<file path="src/rtl/msi_cap_pkg.sv">
package msi_cap_pkg;

    localparam logic [7:0] MSI_CAP_ID = 8'h05;

    typedef enum logic [2:0] {
        SEL_NONE,
        SEL_HDR,
        SEL_ADLO,
        SEL_ADHI,
        SEL_DATA,
        SEL_MASK,
        SEL_PEND
    } msi_sel_e;

    typedef struct packed {
        logic       en;
        logic [2:0] mme;
    } msi_ctrl_t;

    function automatic int cap_len_bytes(bit a64, bit msk);
        if (msk) return a64 ? 24 : 20;
        return a64 ? 14 : 10;
    endfunction

    function automatic int win_dwords(bit a64, bit msk);
        return (cap_len_bytes(a64, msk) + 3) / 4;
    endfunction

    function automatic int vec_log2(int n);
        int r;
        r = 0;
        while ((1 << r) < n) r++;
        return r;
    endfunction

    function automatic logic [31:0] vec_bits(int n);
        logic [31:0] r;
        r = '0;
        for (int i = 0; i < 32; i++)
            if (i < n) r[i] = 1'b1;
        return r;
    endfunction

    function automatic logic [31:0] be_merge(logic [31:0] old, logic [31:0] wd,
                                             logic [3:0] be, logic [31:0] wm);
        logic [31:0] r;
        r = old;
        for (int i = 0; i < 4; i++)
            if (be[i])
                r[i*8 +: 8] = (wd[i*8 +: 8] & wm[i*8 +: 8]) |
                              (old[i*8 +: 8] & ~wm[i*8 +: 8]);
        return r;
    endfunction

endpackage

</file>
<file path="src/rtl/msi_cap_decode.sv">
module msi_cap_decode
    import msi_cap_pkg::*;
#(
    parameter int CFG_AW  = 6,
    parameter int CAP_DW  = 20,
    parameter bit ADDR64  = 1'b1,
    parameter bit MASK_EN = 1'b1
) (
    input  logic [CFG_AW-1:0] addr,
    output logic              in_win,
    output msi_sel_e          sel
);
    localparam int WIN_DW = win_dwords(ADDR64, MASK_EN);
    localparam logic [CFG_AW-1:0] BASE = CFG_AW'(CAP_DW);
    localparam logic [CFG_AW-1:0] WIN  = CFG_AW'(WIN_DW);

    logic [CFG_AW-1:0] rel;
    logic [2:0]        slot;

    assign rel    = addr - BASE;
    assign slot   = rel[2:0];
    assign in_win = (addr >= BASE) && (rel < WIN);

    always_comb begin
        sel = SEL_NONE;
        if (in_win) begin
            case (slot)
                3'd0: sel = SEL_HDR;
                3'd1: sel = SEL_ADLO;
                3'd2: sel = ADDR64 ? SEL_ADHI : SEL_DATA;
                3'd3: sel = ADDR64 ? SEL_DATA : (MASK_EN ? SEL_MASK : SEL_NONE);
                3'd4: sel = MASK_EN ? (ADDR64 ? SEL_MASK : SEL_PEND) : SEL_NONE;
                3'd5: sel = (MASK_EN && ADDR64) ? SEL_PEND : SEL_NONE;
                default: sel = SEL_NONE;
            endcase
        end
    end
endmodule

</file>
<file path="src/rtl/msi_cap_ctrl.sv">
module msi_cap_ctrl
    import msi_cap_pkg::*;
#(
    parameter int VEC_CAP = 8
) (
    input  logic       clk,
    input  logic       rst,
    input  logic       wr_hit,
    input  logic       ctrl_wr,
    input  logic [7:0] ctrl_byte,
    output msi_ctrl_t  ctrl_q
);
    localparam logic [2:0] MMC = 3'(vec_log2(VEC_CAP));

    msi_ctrl_t ctrl_d;

    always_comb begin
        ctrl_d = ctrl_q;
        if (ctrl_wr) begin
            ctrl_d.en  = ctrl_byte[0];
            ctrl_d.mme = ctrl_byte[6:4];
        end
        if (wr_hit && ctrl_d.en && (ctrl_d.mme > MMC))
            ctrl_d.mme = MMC;
    end

    always_ff @(posedge clk) begin
        if (rst) ctrl_q <= '0;
        else     ctrl_q <= ctrl_d;
    end

    assert_ctrl_reset_R1: assert property (@(posedge clk) disable iff (rst)
        $past(rst) |-> (!ctrl_q.en && ctrl_q.mme == 3'd0));

    assert_clamp_enabled_R8: assert property (@(posedge clk) disable iff (rst)
        wr_hit |=> !(ctrl_q.en && ctrl_q.mme > MMC));

    assert_ctrl_outside_R9: assert property (@(posedge clk) disable iff (rst)
        !wr_hit |=> $stable(ctrl_q));
endmodule

</file>
<file path="src/rtl/msi_cap_msgregs.sv">
module msi_cap_msgregs
    import msi_cap_pkg::*;
#(
    parameter int VEC_CAP = 8,
    parameter bit ADDR64  = 1'b1,
    parameter bit MASK_EN = 1'b1
) (
    input  logic        clk,
    input  logic        rst,
    input  logic        wr,
    input  msi_sel_e    sel,
    input  logic [3:0]  be,
    input  logic [31:0] wdata,
    input  logic [31:0] pend_set,
    input  logic [31:0] pend_clr,
    output logic [63:0] addr_q,
    output logic [15:0] data_q,
    output logic [31:0] mask_q,
    output logic [31:0] pend_q
);
    localparam logic [31:0] VMSK    = vec_bits(VEC_CAP);
    localparam logic [31:0] LO_WMSK = 32'hFFFF_FFFC;

    logic [31:0] lo_q;
    logic [31:0] data_merged;

    assign data_merged = be_merge({16'h0, data_q}, wdata, be, 32'h0000_FFFF);

    always_ff @(posedge clk) begin
        if (rst) begin
            lo_q   <= '0;
            data_q <= '0;
        end else if (wr) begin
            if (sel == SEL_ADLO) lo_q   <= be_merge(lo_q, wdata, be, LO_WMSK);
            if (sel == SEL_DATA) data_q <= data_merged[15:0];
        end
    end

    generate
        if (ADDR64) begin : g_hi
            logic [31:0] hi_q;
            always_ff @(posedge clk) begin
                if (rst)                         hi_q <= '0;
                else if (wr && sel == SEL_ADHI)  hi_q <= be_merge(hi_q, wdata, be, 32'hFFFF_FFFF);
            end
            assign addr_q = {hi_q, lo_q};
        end else begin : g_nohi
            assign addr_q = {32'h0, lo_q};
        end

        if (MASK_EN) begin : g_mask
            logic [31:0] m_q;
            logic [31:0] p_q;
            always_ff @(posedge clk) begin
                if (rst) begin
                    m_q <= '0;
                    p_q <= '0;
                end else begin
                    if (wr && sel == SEL_MASK) m_q <= be_merge(m_q, wdata, be, VMSK);
                    p_q <= ((p_q & ~pend_clr) | pend_set) & VMSK;
                end
            end
            assign mask_q = m_q;
            assign pend_q = p_q;

            assert_mask_width_R6: assert property (@(posedge clk) disable iff (rst)
                (wr && sel == SEL_MASK) |=> ((mask_q & ~VMSK) == 32'h0));

            assert_pend_sw_ro_R7: assert property (@(posedge clk) disable iff (rst)
                (wr && sel == SEL_PEND && pend_set == 32'h0 && pend_clr == 32'h0)
                |=> $stable(pend_q));

            assert_pend_clear_R7: assert property (@(posedge clk) disable iff (rst)
                ((pend_clr & ~pend_set) != 32'h0)
                |=> ((pend_q & $past(pend_clr & ~pend_set)) == 32'h0));
        end else begin : g_nomask
            assign mask_q = '0;
            assign pend_q = '0;
        end
    endgenerate

    assert_addr_lo_R3: assert property (@(posedge clk) disable iff (rst)
        (wr && sel == SEL_ADLO) |=> (addr_q[1:0] == 2'b00));

    assert_no_hi_R4: assert property (@(posedge clk) disable iff (rst)
        (!ADDR64 && wr) |=> (addr_q[63:32] == 32'h0));

    assert_msg_reset_R1: assert property (@(posedge clk) disable iff (rst)
        $past(rst) |-> (addr_q == 64'h0 && data_q == 16'h0 && mask_q == 32'h0));
endmodule

</file>
<file path="src/rtl/msi_cap_regs.sv">
module msi_cap_regs
    import msi_cap_pkg::*;
#(
    parameter int CFG_AW  = 6,
    parameter int CAP_DW  = 20,
    parameter int VEC_CAP = 8,
    parameter bit ADDR64  = 1'b1,
    parameter bit MASK_EN = 1'b1
) (
    input  logic              clk,
    input  logic              rst,
    input  logic [CFG_AW-1:0] cfg_addr,
    input  logic              cfg_wr,
    input  logic [3:0]        cfg_be,
    input  logic [31:0]       cfg_wdata,
    output logic [31:0]       cfg_rdata,
    input  logic [31:0]       pend_set,
    input  logic [31:0]       pend_clr,
    output logic              msi_en,
    output logic [2:0]        msg_mme,
    output logic [63:0]       msg_addr,
    output logic [15:0]       msg_data,
    output logic [31:0]       vec_mask,
    output logic [31:0]       vec_pend
);
    localparam logic [2:0] MMC = 3'(vec_log2(VEC_CAP));

    logic      in_win;
    msi_sel_e  sel;
    msi_ctrl_t ctrl_q;
    logic [15:0] ctrl_word;

    msi_cap_decode #(
        .CFG_AW (CFG_AW),
        .CAP_DW (CAP_DW),
        .ADDR64 (ADDR64),
        .MASK_EN(MASK_EN)
    ) u_decode (
        .addr  (cfg_addr),
        .in_win(in_win),
        .sel   (sel)
    );

    msi_cap_ctrl #(
        .VEC_CAP(VEC_CAP)
    ) u_ctrl (
        .clk      (clk),
        .rst      (rst),
        .wr_hit   (cfg_wr && in_win),
        .ctrl_wr  (cfg_wr && sel == SEL_HDR && cfg_be[2]),
        .ctrl_byte(cfg_wdata[23:16]),
        .ctrl_q   (ctrl_q)
    );

    msi_cap_msgregs #(
        .VEC_CAP(VEC_CAP),
        .ADDR64 (ADDR64),
        .MASK_EN(MASK_EN)
    ) u_msg (
        .clk     (clk),
        .rst     (rst),
        .wr      (cfg_wr),
        .sel     (sel),
        .be      (cfg_be),
        .wdata   (cfg_wdata),
        .pend_set(pend_set),
        .pend_clr(pend_clr),
        .addr_q  (msg_addr),
        .data_q  (msg_data),
        .mask_q  (vec_mask),
        .pend_q  (vec_pend)
    );

    assign msi_en    = ctrl_q.en;
    assign msg_mme   = ctrl_q.mme;
    assign ctrl_word = {7'h0, MASK_EN, ADDR64, ctrl_q.mme, MMC, ctrl_q.en};

    always_comb begin
        case (sel)
            SEL_HDR:  cfg_rdata = {ctrl_word, 8'h00, MSI_CAP_ID};
            SEL_ADLO: cfg_rdata = msg_addr[31:0];
            SEL_ADHI: cfg_rdata = msg_addr[63:32];
            SEL_DATA: cfg_rdata = {16'h0, msg_data};
            SEL_MASK: cfg_rdata = vec_mask;
            SEL_PEND: cfg_rdata = vec_pend;
            default:  cfg_rdata = 32'h0;
        endcase
    end
endmodule

</file>
<file path="config.mk">
export PLATFORM = sky130hd
export DESIGN_NAME = msi_cap_regs
export DESIGN_NICKNAME = d
export VERILOG_FILES = /design/src/rtl/msi_cap_pkg.sv /design/src/rtl/msi_cap_decode.sv /design/src/rtl/msi_cap_ctrl.sv /design/src/rtl/msi_cap_msgregs.sv /design/src/rtl/msi_cap_regs.sv
export SDC_FILE = /design/constraint.sdc
export NUM_CORES = 1
export LEC_CHECK = 0
export ABC_AREA = 0
export BUFFER_PORTS_ARGS = -buffer_cell sky130_fd_sc_hd__clkbuf_2
export CAP_MARGIN = 20
export CORE_ASPECT_RATIO = 1.75
export CORE_MARGIN = 2
export CORE_UTILIZATION = 40
export DETAILED_ROUTE_END_ITERATION = 10
export GPL_TIMING_DRIVEN = 0
export PLACE_DENSITY = 0.74
export SKIP_LAST_GASP = 1
export SYNTH_ARGS = -nofsm -noshare
export SYNTH_HDL_FRONTEND = slang
export SYNTH_SLANG_ARGS = --single-unit
</file>
<file path="constraint.sdc">
create_clock -name clk -period 3.25 [get_ports clk]
set_input_delay 0.65 -clock clk [delete_from_list [all_inputs] [get_ports clk]]
set_output_delay 0.65 -clock clk [all_outputs]
set_load 0.01 [all_outputs]
</file>
==> impl_metrics.toml, run 1 <==
[outcome]
status = "finished, final reports clean"

[placed_design]
placed_cells_incl_taps = 915
place.port_buffers = 189
post_detail_place_hpwl_um = 11500
weighted_congestion_at_the_end_of_routability_driven_global_placement = 0.806
dpl_worst_slack_ps = -675

[timing]
rsz_0062_raised_after_global_routing = "yes"
fin_worst_skew_ps = 2.41
slew_viol_final = 0
max_slew_headroom_at_the_worst_pin_pct = 34.4
worstMarginPinSlew_ps = 979
final-setup-viol-count = 0
number_of_hold_violations_in_the_final_report = 0
min_period_over_period_pct = 96.7
fmax_mhz = 318
worst_slack_ps = 108
layout_min_cycle_time_ps = 3140

[power_and_ir_drop]
intPower_mw = 1.95
p_sw_uw = 682
p_leak_nw = 3.14
p_comb_share_pct = 12.6
power_density_nw_per_um2 = 390
power.share.clock_pct = 41.1
p_seq_share_pct = 46.3
switching_share_pct = 25.9
peakVddDrop_v = 0.000231

[synth]
synthesis.area_per_instance_um2 = 9.55
yosys-mux-area-fraction_pct = 21.5
synth-simple-area-share_pct = 18.1
dominant_combinational_cell_family_by_area_after_synthesis = "multiplexers"
synthArstFlopShare_pct = 0
seq_area_frac_synth_pct = 40.1
yosys-top-cells-count = "99 x sky130_fd_sc_hd__nor2_1, 98 x sky130_fd_sc_hd__dfxtp_1, 97 x sky130_fd_sc_hd__mux2i_1"
post_synth_xor_area_fraction_pct = 0.742
ys_top_cells_by_area = "sky130_fd_sc_hd__dfxtp_1 40%, sky130_fd_sc_hd__mux2i_1 20%, sky130_fd_sc_hd__buf_4 8.0%"
synth_enable_flop_cells = 0
syn_area_um2 = 4890
synth_warnings = 0
synth_adder_area_share_pct = 0.512
synth_area_leader_cell = "sky130_fd_sc_hd__dfxtp_1"
synthDominantCellAreaShare_pct = 40.1
netlist-cell-type-count = 39
synth_compound_area_share_pct = 7.75
postSynth.topFlopCell = "sky130_fd_sc_hd__dfxtp_1"
synthesis.instances = 512
synthMostInstantiatedCell = "sky130_fd_sc_hd__nor2_1"
postSynthRegisterBits = 98

[clocking]
htree_num_levels = 3
number_of_cts_inserted_buffers = 9
clk_pin_slew_worst_paths_ps = 70
cts_hold_repair.buffers = 0
cts_num_sinks = 98
cts_root_buffer = "sky130_fd_sc_hd__clkbuf_16"
worstSkewPairLatency_ps = 330
cts_tree = "done"
ctsLongestPathBuffers = 2

[worst_setup_path]
rrSetupSlack_ps = 2260
worst_setup_path_end_kind = "output pin"
worstReg2RegEnd = "u_ctrl.ctrl_q[1]"
startpoint_type = "input pin"
path_max_fanout = 8
timing.reg2reg.worst_path_depth = 3
r2r_start = "u_ctrl.ctrl_q[3]"
worst_ep_arrival_time_ps = 2490
critical_path.startpoint = "cfg_addr[2]"
worst-setup-path-type = "input pin to output pin"
cp-endpoint = "cfg_rdata[11]"
critPathRequiredTime_ps = 2600

[cells_and_area]
area_growth_pct = 38.0
nNetsFinal = 888
layout-drive-gt1-share_pct = 39.9
final-instance-count-excl-fill = 947
layout.filler_cells = 1142
diodes = 0

[detailed_routing]
drcViolationCount = 0
routed_wirelength_um = 15000
routedWlPerCell_um = 15.9
route.detailed.vias_per_inst = 4.83
detail_route.first_pass.iterations = 6
via_total_after_detailed_routing = 4573
drtIter0Drc = 153
antenna_violating_nets_remaining = 0

[die]
start_util_pct = 40.7
die_x_um = 87.6
fp-row-count = 53
floorplan.die_area_um2 = 13200
coreArea_um2 = 12000
die_h_um = 150
num_io_pins = 289

[global_route]
overflow_left_after_global_routing = 0
groute.usage.overall_pct = 21.8
grt_antenna_before_repair = 0
grt_max_degree = 18
grt_first_pass_wirelength_um = 21700
first_global_vias = 4082

[worst_hold_path]
hold_path_class = "input pin to flop"

[job]
max_cap_violations = 0
layout by cell type (no fill, tap or decap), drive strengths merged, types with 3 or more instances in the layout:
cell type	netlist	layout
a22o	8	8
nand3	4	4
a221o	4	4
a22oi	13	13
nor3	10	10
clkbuf	15	213
clkinv	0	3
mux2i	97	97
a222oi	4	4
nand2	28	28
nor2b	5	5
nand4	7	7
dfxtp	98	98
o22ai	7	7
conb	1	50
buf	60	76
nor2	99	99
nor4	6	6
mux2	7	7
inv	14	16
a21oi	11	11
flip-flops by register name (all words and copies together), names as in the netlist:
name	flops
u_ctrl.ctrl_q	4
u_msg.data_q	16
u_msg.g_hi.hi_q	32
u_msg.lo_q	30
u_msg.mask_q	8
u_msg.pend_q	8
power groups by stage:
stage / combinational [mW] / clock (mW) / sequential [mW]
2_1_floorplan: 0.186 / 0 / 1.25
3_3_place_gp: 0.288 / 0 / 1.24
3_5_place_dp: 0.291 / 0 / 1.25
4_1_cts: 0.311 / 1.10 / 1.22
5_1_grt: 0.358 / 1.14 / 1.22
6_report: 0.332 / 1.08 / 1.22
per-stage QoR:
stage | hold WS, ps | power (mW) | utilization [%] | area [um2] | TNS [ps]
6_report | 510 | 2.63 | 56.2 | 6750 | 0
2_1_floorplan | 535 | 1.43 | - | 5070 | 0
3_3_place_gp | 495 | 1.53 | 51.9 | 6230 | -15470
5_1_grt | 516 | 2.72 | 56.2 | 6750 | -9.58
3_5_place_dp | 505 | 1.54 | 51.9 | 6230 | -16800
4_1_cts | 508 | 2.62 | 55.3 | 6640 | 0
what timing repair did:
action	CTS	global route
endpoints found under the setup margin	30	31
buffers inserted	8	8
pin swaps	3	5
cloned	0	0
gates resized for setup	12	14
hold endpoints to repair	0	0
worst max-delay path, cell delays in order:
cell                       delay (ps)
sky130_fd_sc_hd__clkbuf_2         130
sky130_fd_sc_hd__buf_8            110
sky130_fd_sc_hd__inv_1             50
sky130_fd_sc_hd__ha_1             220
sky130_fd_sc_hd__xor2_2           200
sky130_fd_sc_hd__nand3_4          160
sky130_fd_sc_hd__buf_12           180
sky130_fd_sc_hd__nor4b_4          300
sky130_fd_sc_hd__buf_6            190
sky130_fd_sc_hd__a22oi_1           90
sky130_fd_sc_hd__nand2_1           80
sky130_fd_sc_hd__clkbuf_2         120
worst min path at each step:
stage	start	to	slack (ps)	cells past startpoint
after CTS	pend_set[3]	u_msg.pend_q[3]	510	3
final	pend_set[3]	u_msg.pend_q[3]	510	3
after global placement	u_msg.data_q[4]	u_msg.data_q[4]	500	2
after detailed placement	u_msg.data_q[3]	u_msg.data_q[3]	510	2
after floorplan	u_msg.pend_q[1]	u_msg.pend_q[1]	530	2
after global routing	pend_set[3]	u_msg.pend_q[3]	520	3
cell families (layout without fill, tap and decap cells):
logic type / after synthesis / in the layout
simple gates: 165 / 165
mux: 104 / 104
flops: 98 / 98
buf+inv: 89 / 310
compound gates: 51 / 51
fa+ha+maj: 2 / 2
xor+xnor: 2 / 2
other cells: 1 / 50
layout make-up:
| cell class | count | area [um2] | share of cell area [%] |
|---|---|---|---|
| sequential | 98 | 1960 | 29.1 |
| clock buffer | 9 | 225 | 3.34 |
| buffer | 75 | 529 | 7.84 |
| tap | 165 | 206 | 3.06 |
| timing repair buffer | 205 | 1070 | 15.9 |
| multi-input combinational | 374 | 2630 | 38.9 |
| clock inverter | 7 | 76.3 | 1.13 |
| inverter | 14 | 52.6 | 0.779 |
layer usage:
layer	vias to the layer above	GRT usage, %	routed length [um]
li1	2199	-	-
met1	2151	23.1	5460
met2	204	41.8	8390
met3	19	3.84	942
met4	0	7.77	257
met5	-	0	0
Note: power is estimated with default switching activity, not from simulation.
==> run 2: changes to the inputs <==
--- a/config.mk
+++ b/config.mk
@@ -6,14 +6,14 @@
 export NUM_CORES = 1
 export LEC_CHECK = 0
 export ABC_AREA = 0
-export BUFFER_PORTS_ARGS = -buffer_cell sky130_fd_sc_hd__clkbuf_2
 export CAP_MARGIN = 20
 export CORE_ASPECT_RATIO = 1.75
 export CORE_MARGIN = 2
 export CORE_UTILIZATION = 40
 export DETAILED_ROUTE_END_ITERATION = 10
+export DONT_BUFFER_PORTS = 1
 export GPL_TIMING_DRIVEN = 0
-export PLACE_DENSITY = 0.74
+export PLACE_DENSITY = 0.53
 export SKIP_LAST_GASP = 1
 export SYNTH_ARGS = -nofsm -noshare
 export SYNTH_HDL_FRONTEND = slang
==> impl_metrics.toml, run 2 (synthesis gave the netlist of run 1 again) <==
[outcome]
status = "finished, final reports clean"

[cells_and_area]
nNetsFinal = 687
diodes = 0
post-route-cell-area_um2 = 5670
layout-drive-gt1-share_pct = 18.9
multi_input_area_um2 = 2610
largest_register_ffs = 32
registers_with_the_most_flip_flops = "u_msg.g_hi.hi_q: 32 flops, u_msg.lo_q: 30 flops, u_msg.data_q: 16 flops"
area.sequential_um2 = 1960
layout.filler_cells = 1168
final_cell_mix = "98 x sky130_fd_sc_hd__nor2_1, 98 x sky130_fd_sc_hd__dfxtp_1, 97 x sky130_fd_sc_hd__mux2i_1"
registers.top_by_ff_count = "u_msg.g_hi.hi_q"
final-instance-count-excl-fill = 746
area_growth_pct = 15.9

[global_route]
first_global_vias = 3593
grt_max_degree = 19
grt_antenna_before_repair = 0
overflow_left_after_global_routing = 0
groute.usage.overall_pct = 21.6
grt_first_pass_wirelength_um = 21100

[clocking]
htree_num_levels = 3
cts_hold_repair.buffers = 0
cts_root_buffer = "sky130_fd_sc_hd__clkbuf_16"
cts_tree = "done"
worstSkewPairLatency_ps = 350
ctsLongestPathBuffers = 2
clk_pin_slew_worst_paths_ps = 70
cts_num_sinks = 98
number_of_cts_inserted_buffers = 9

[timing]
worst_slack_ps = 100
layout_min_cycle_time_ps = 3150
number_of_hold_violations_in_the_final_report = 0
fin_worst_skew_ps = 4.95
slew_viol_final = 0
final-setup-viol-count = 0
worstMarginPinSlew_ps = 993
min_period_over_period_pct = 96.9
max_slew_headroom_at_the_worst_pin_pct = 33.5
fmax_mhz = 317
rsz_0062_raised_after_global_routing = "no"

[power_and_ir_drop]
power_density_nw_per_um2 = 449
p_leak_nw = 2.21
peakVddDrop_v = 0.000241

[worst_hold_path]
worstHoldEndpoint = "u_msg.pend_q[7]"
worst_hold_path_cells = 2
hold_path_class = "input pin to flop"
min-delay-start = "pend_set[7]"

[worst_setup_path]
worst_ep_arrival_time_ps = 2500
startpoint_type = "input pin"
worst_setup_path_end_kind = "output pin"
timing.reg2reg.worst_path_depth = 3
path_max_fanout = 10
rrSetupSlack_ps = 2200
r2r_start = "u_ctrl.ctrl_q[3]"
critPathRequiredTime_ps = 2600
worst-setup-path-type = "input pin to output pin"
worstReg2RegEnd = "u_ctrl.ctrl_q[2]"

[detailed_routing]
drtIter0Drc = 116
routedWlPerCell_um = 19.7
detail_route.first_pass.iterations = 4
drcViolationCount = 0
antenna_violating_nets_remaining = 0
routed_wirelength_um = 14700
via_total_after_detailed_routing = 3772
route.detailed.vias_per_inst = 5.06

[die]
num_io_pins = 289
die_h_um = 150
floorplan.die_area_um2 = 13200
die_x_um = 87.6
start_util_pct = 40.7
coreArea_um2 = 12000
fp-row-count = 53

[placed_design]
post_detail_place_hpwl_um = 11100
placement.cell_area_um2 = 5280
weighted_congestion_at_the_end_of_routability_driven_global_placement = 0.767
place.port_buffers = 0
placed_cells_incl_taps = 726
dpl_worst_slack_ps = -489

[job]
max_cap_violations = 0
==> run 2: area by class of cell <==
cell class / instances / share of cell area [%]
multi-input cells: 374 / 46.0
flip-flops and latches: 98 / 34.6
plain buffers: 75 / 8.92
clock buffers: 10 / 4.22
well taps: 165 / 3.64
clock inverters: 6 / 0.971
inverters: 14 / 0.927
repair buffers: 4 / 0.750
==> run 2: repair_timing <==
item,in CTS,in global routing
setup buffers,4,0
gates resized for setup,5,10
pin swaps,2,0
setup endpoints to repair,30,26
==> run 2: power by group <==
group	total [mW]	leakage [nW]	switching, mW	internal (mW)
clock	1.08	0.145	0.519	0.559
combinational	0.242	1.27	0.155	0.0874
sequential	1.22	0.792	0.0136	1.21
total	2.54	2.21	0.688	1.86
==> run 2: worst max-delay path by stage <==
stage | startpoint | endpoint | slack [ps] | cells past startpoint
final | cfg_addr[2] | cfg_rdata[5] | 100 | 9
after floorplan | cfg_addr[2] | cfg_rdata[16] | 140 | 9
after CTS | cfg_addr[0] | cfg_rdata[1] | 5 | 7
after global placement | cfg_addr[2] | cfg_rdata[20] | -400 | 9
after detailed placement | cfg_addr[2] | cfg_rdata[16] | -490 | 9
after global routing | cfg_addr[2] | cfg_rdata[14] | 5 | 10
==> run 2: critical path, stage by stage <==
cell and delay [ps]:
sky130_fd_sc_hd__buf_4 150, sky130_fd_sc_hd__inv_1 80, sky130_fd_sc_hd__ha_1 220, sky130_fd_sc_hd__xor2_2 180, sky130_fd_sc_hd__nand3_4 160, sky130_fd_sc_hd__buf_6 210
sky130_fd_sc_hd__nor2_2 210, sky130_fd_sc_hd__nand2_1 250, sky130_fd_sc_hd__o22ai_1 370
==> run 2: routing by layer <==
| layer | track usage, % | share of wire [%] |
|---|---|---|
| met4 | 8.92 | 2.6 |
| met1 | 22.6 | 36 |
| met2 | 39.2 | 53 |
| met5 | 0 | 0 |
| met3 | 6.41 | 7.9 |
==> run 2: stage by stage <==
step | setup TNS, ps | utilization (%) | power, mW | hold slack [ps]
2_1_floorplan | 0 | - | 1.43 | 535
3_3_place_gp | -7600 | 44.0 | 1.47 | 557
3_5_place_dp | -9080 | 44.0 | 1.48 | 562
4_1_cts | 0 | 47.0 | 2.55 | 415
5_1_grt | 0 | 47.2 | 2.62 | 415
6_report | 0 | 47.2 | 2.54 | 421
